--- src/rtl/wrlvl_pkg.sv ---
package wrlvl_pkg;

    typedef enum logic [1:0] {
        CMD_NOP = 2'b00,
        CMD_MRS = 2'b01
    } wl_cmd_e;

    typedef enum logic [3:0] {
        ST_IDLE,
        ST_MRS_ON,
        ST_MOD,
        ST_ODT,
        ST_HI,
        ST_LO,
        ST_FBW,
        ST_SMP,
        ST_ODT_OFF,
        ST_MRS_OFF,
        ST_DONE
    } wl_state_e;

    function automatic int imax(input int a, input int b);
        return (a > b) ? a : b;
    endfunction

endpackage

--- src/rtl/wrlvl_dq_split.sv ---
// Separates the prime feedback bit from the remaining lane bits and
// reduces the remaining bits to one "something is high" flag.
module wrlvl_dq_split #(
    parameter int DQ_W = 4
) (
    input  logic [DQ_W-1:0] dq_i,
    output logic            fb_o,
    output logic            stray_o
);
    logic [DQ_W-1:0] acc;

    assign acc[0] = 1'b0;
    for (genvar i = 1; i < DQ_W; i++) begin : g_or
        assign acc[i] = acc[i-1] | dq_i[i];
    end

    assign fb_o    = dq_i[0];
    assign stray_o = acc[DQ_W-1];
endmodule

--- src/rtl/wrlvl_seq.sv ---
module wrlvl_seq
    import wrlvl_pkg::*;
#(
    parameter int DQ_W      = 4,
    parameter int TAP_W     = 6,
    parameter int T_MOD     = 12,
    parameter int T_WLDQSEN = 25,
    parameter int T_WLMRD   = 40,
    parameter int T_WLO     = 9,
    parameter int T_DQSH    = 1,
    parameter int T_DQSL    = 1
) (
    input  logic             clk,
    input  logic             rst_n,
    input  logic             start,
    input  logic [DQ_W-1:0]  dq_in,
    output logic [1:0]       cmd_o,
    output logic             mr_wl_o,
    output logic             odt_o,
    output logic             dqs_oe_o,
    output logic             dqs_o,
    output logic [TAP_W-1:0] tap_o,
    output logic             done_o,
    output logic             err_o
);
    localparam int PULSE_HL = T_DQSH + T_DQSL;
    localparam int FB_WAIT  = imax(T_WLO - PULSE_HL, 0);
    localparam int SMP_LAT  = PULSE_HL + FB_WAIT;
    localparam int EN_WAIT  = imax(T_WLDQSEN, T_WLMRD - T_MOD - 1 - SMP_LAT);
    localparam int MAXW     = imax(imax(T_MOD, EN_WAIT),
                                   imax(imax(T_DQSH, T_DQSL), FB_WAIT));
    localparam int CNT_W    = $clog2(MAXW + 1);
    localparam logic [TAP_W-1:0] TAP_TOP = '1;
    localparam logic [CNT_W-1:0] LD_MOD  = CNT_W'(T_MOD - 1);
    localparam logic [CNT_W-1:0] LD_EN   = CNT_W'(EN_WAIT - 1);
    localparam logic [CNT_W-1:0] LD_HI   = CNT_W'(T_DQSH - 1);
    localparam logic [CNT_W-1:0] LD_LO   = CNT_W'(T_DQSL - 1);
    localparam logic [CNT_W-1:0] LD_FB   = CNT_W'(imax(FB_WAIT - 1, 0));

    typedef struct packed {
        wl_state_e        st;
        logic [CNT_W-1:0] cnt;
        logic [TAP_W-1:0] tap;
        logic             seen0;
        logic             err;
    } regs_t;

    regs_t q, d;
    logic  fb, stray, active, cnt_zero;

    wrlvl_dq_split #(.DQ_W(DQ_W)) u_split (
        .dq_i    (dq_in),
        .fb_o    (fb),
        .stray_o (stray)
    );

    assign cnt_zero = (q.cnt == '0);
    assign active   = (q.st != ST_IDLE) && (q.st != ST_DONE);

    always_comb begin
        d = q;
        unique case (q.st)
            ST_IDLE: begin
                if (start) begin
                    d.st    = ST_MRS_ON;
                    d.tap   = '0;
                    d.seen0 = 1'b0;
                    d.err   = 1'b0;
                end
            end
            ST_MRS_ON: begin
                d.st  = ST_MOD;
                d.cnt = LD_MOD;
            end
            ST_MOD: begin
                if (cnt_zero) begin
                    d.st  = ST_ODT;
                    d.cnt = LD_EN;
                end else begin
                    d.cnt = q.cnt - 1'b1;
                end
            end
            ST_ODT: begin
                if (cnt_zero) begin
                    d.st  = ST_HI;
                    d.cnt = LD_HI;
                end else begin
                    d.cnt = q.cnt - 1'b1;
                end
            end
            ST_HI: begin
                if (cnt_zero) begin
                    d.st  = ST_LO;
                    d.cnt = LD_LO;
                end else begin
                    d.cnt = q.cnt - 1'b1;
                end
            end
            ST_LO: begin
                if (cnt_zero) begin
                    d.st  = (FB_WAIT == 0) ? ST_SMP : ST_FBW;
                    d.cnt = LD_FB;
                end else begin
                    d.cnt = q.cnt - 1'b1;
                end
            end
            ST_FBW: begin
                if (cnt_zero) d.st  = ST_SMP;
                else          d.cnt = q.cnt - 1'b1;
            end
            ST_SMP: begin
                if (q.seen0 && fb) begin
                    d.st = ST_ODT_OFF;
                end else if (q.tap == TAP_TOP) begin
                    d.err = 1'b1;
                    d.st  = ST_ODT_OFF;
                end else begin
                    d.tap   = q.tap + 1'b1;
                    d.seen0 = q.seen0 | ~fb;
                    d.st    = ST_HI;
                    d.cnt   = LD_HI;
                end
            end
            ST_ODT_OFF: d.st = ST_MRS_OFF;
            ST_MRS_OFF: d.st = ST_DONE;
            ST_DONE:    d.st = ST_IDLE;
            default:    d.st = ST_IDLE;
        endcase
        if (active && stray) d.err = 1'b1;
    end

    always_ff @(posedge clk) begin
        if (!rst_n) begin
            q <= '{st: ST_IDLE, cnt: '0, tap: '0, seen0: 1'b0, err: 1'b0};
        end else begin
            q <= d;
        end
    end

    always_comb begin
        cmd_o    = ((q.st == ST_MRS_ON) || (q.st == ST_MRS_OFF)) ? CMD_MRS : CMD_NOP;
        mr_wl_o  = (q.st == ST_MRS_ON);
        dqs_oe_o = (q.st == ST_HI) || (q.st == ST_LO) || (q.st == ST_FBW) || (q.st == ST_SMP);
        odt_o    = dqs_oe_o || (q.st == ST_ODT);
        dqs_o    = (q.st == ST_HI);
        done_o   = (q.st == ST_DONE);
        tap_o    = q.tap;
        err_o    = q.err;
    end
endmodule

--- config.mk ---
export PLATFORM = sky130hd
export DESIGN_NAME = wrlvl_seq
export DESIGN_NICKNAME = d
export VERILOG_FILES = /design/src/rtl/wrlvl_pkg.sv /design/src/rtl/wrlvl_dq_split.sv /design/src/rtl/wrlvl_seq.sv
export SDC_FILE = /design/constraint.sdc
export NUM_CORES = 1
export LEC_CHECK = 0
export BUFFER_PORTS_ARGS = -buffer_cell sky130_fd_sc_hd__buf_2
export CAP_MARGIN = 0
export CORE_UTILIZATION = 40
export DETAILED_ROUTE_END_ITERATION = 6
export SLEW_MARGIN = 30
export SYNTH_ARGS = -nofsm -noshare
export SYNTH_HDL_FRONTEND = slang
export SYNTH_HIERARCHICAL = 1
export SYNTH_SLANG_ARGS = --single-unit
export TNS_END_PERCENT = 10
--- constraint.sdc ---
create_clock -name clk -period 2.1 [get_ports clk]
set_clock_uncertainty 0.2 [all_clocks]
set_input_delay 0.42 -clock clk [delete_from_list [all_inputs] [get_ports clk]]
set_output_delay 0.42 -clock clk [all_outputs]
set_load 0.02 [all_outputs]
==> flow_summary.yaml <==
outcome:
  status: "completed"
yosys:
  syn_avg_cell_area_sq_um: 7.709
  yosys_most_used_dff: "dfxtp_1"
  async_flop_share_pct: 0
  synth_area_sq_um: 1195
  synth-seq-area-share_pct: 28.48
  synthCells: 155
  ys_types: 48
  synth_seq_cells: 17
  synth_edf_count: 0
  synth_warnings: 6
  synth_fp_nets: 164
placement:
  port_buffers: 19
  preCtsSetupSlack_ns: 0.02600
  dp.cells: 199
  dp_hpwl_mm: 1.966
  gp_congestion: 0.8049
detailed_routing:
  drt_first_pass_iters: 4
  drtAntennaViolNets: 0
  wl_mm: 2.690
  drc: 0
  viasPerCell: 5.440
  drtIter0Drc: 24
  vias: 1126
  wl_per_cell_microns: 13.00
global_routing:
  antenna_found_initial: 0
  grt_pass1_wl_mm: 4.526
  grt.overflow.total: 0
  grt_pass1_vias: 1020
  grt_util_all_layers_pct: 17.98
  grt_max_degree: 21
critical_path:
  setup.worst_path.end_class: "output port"
  path_buf_inv: 2
  cp_max_fo: 17
  start_kind: "flip-flop"
  crit_family: "flip-flops"
  crit_path_top_delay_cell: "dfxtp_1"
  path_cells: "buf_4, nor2_1, and3_1, buf_2"
  required_ns: 1.48
  critPathMaxStageDelay_ns: 0.44
  path_class: "reg2out"
  arrival_ns: 1.39
timing:
  report.final.hold_viol_count: 0
  setup_tns_ns: 0
  drv_slew: 0
  fin_ws_ns: 0.08848
  fmax_mhz: 497.1
  fin_crit_ns: 2.012
  final-setup-viol-count: 0
  fin_crit_sh_pct: 95.79
die:
  die_w_microns: 56.66
  start_util_pct: 42.96
  die-area_sq_um: 3210
  fp.dieH_microns: 56.66
  rows: 19
  io_pins: 21
  coreArea_sq_um: 2781
clock_tree:
  clock_path_buffers: 2
  cts.clk_slew.worst_paths_ns: 0.11
  clock-sinks: 17
  cts-htree-levels: 1
  cts_root_buf: "clkbuf_4"
  clock_latency_ns: 0.30
  cts_buffers: 3
  cts_tree: "yes"
  hold_buffers: 0
finish:
  antenna_cells: 0
  area_growth_pct: 15.71
  fin_cells: 207
  final_common_cell: "nor2_1"
  fin_util_pct: 49.71
  layout-drive-gt1-share_pct: 27.84
  layout_common_cells: "nor2_1, buf_2, dfxtp_1, nand2_1, a21oi_1"
  nets: 186
run:
  drv_cap: 0
power:
  irDropWorstVdd_mv: 0.6999
  p_per_area_nw_per_um2: 1174
  power_w: 0.001623
  p_leak_nw: 0.5766
worst_hold_path:
  hp-class: "in2reg"
## routing by layer
metal	share of wire [%]	track usage (%)
met5	0	0
met4	1.4	8.362
met3	2.9	2.765
met2	47	27.73
met1	49	24.47
## registers in the layout, indices dropped and copies added (netlist names)
name   cells
tap_o      6
q         10
err_o      1
## worst paths after layout
kind                                          from           endpoint  slack, ns  cells after the start
worst max register to register   q[9]$_SDFFE_PN0P_  q[8]$_SDFFE_PN0P_       0.09                      8
worst min register to register   q[1]$_SDFFE_PN0P_  q[1]$_SDFFE_PN0P_       0.30                      2
worst max-delay path            q[14]$_SDFFE_PN0P_              dqs_o       0.09                      4
worst min-delay path                      dq_in[0]  q[1]$_SDFFE_PN0P_       0.20                      4
## worst reg2reg max path, delay by kind of cell, from the launching register on
family,cells,cell delay (ns)
buffers and inverters,3,0.35
and+or+nand+nor,1,0.17
adders and majority gates,1,0.19
DFF,1,0.36
AOI/OAI and AO/OA,3,0.63
## timing repair
item / CTS / global route
setup buffers: 0 / 3
setup endpoints to repair: 3 / 5
gates resized for setup: 2 / 6
cloned: 0 / 1
pin swaps: 0 / 3
## layout make-up
type / instances / area (sq um)
fillers: 281 / 1399
multi-input cells: 117 / 748.2
flip-flops and latches: 17 / 345.3
repair buffers: 32 / 197.7
well taps: 31 / 38.79
clock buffers: 4 / 26.28
inverters: 6 / 26.28
## cell usage after synthesis (2+ instances only)
master    count  area share (%)
nand2_1      14             4.4
xnor2_1       5             3.7
inv_1         5             1.6
ha_1          2             2.1
nand4_1       2             1.0
nand3_1       6             2.5
clkbuf_1      5             1.6
a211oi_1      5             3.1
and3_1        2             1.0
nor2_1       24             7.5
buf_4         9             5.7
nor3_1        4             1.7
o21ai_1       2            0.84
mux2i_1       3             2.5
o21ai_0       7             2.9
a21oi_1      11             4.6
o31ai_1       2             1.3
dfxtp_1      17              28
## per-stage QoR
stage	area [sq um]	hold slack [ns]
6_report	1383	0.2019
5_1_grt	1383	0.2058
4_1_cts	1336	0.1891
3_5_place_dp	1305	0.2689
3_3_place_gp	1305	0.2550
2_1_floorplan	1195	0.2402
## kinds of logic after synthesis
logic type | synth area share [%]
buffers and inverters | 9.528
other | 0.3138
muxes | 2.513
adders and majority gates | 2.094
xor gates and xnor gates | 3.665
DFF | 28.48
AOI/OAI and AO/OA | 25.55
and+or+nand+nor | 27.86
## power breakdown
group	switching, W	total (W)	internal [W]
sequential	0.0000809	0.000474	0.000393
clock	0.000107	0.000181	0.0000740
combinational	0.000532	0.000969	0.000437
No activity file was read; power rests on OpenSTA's default activity.
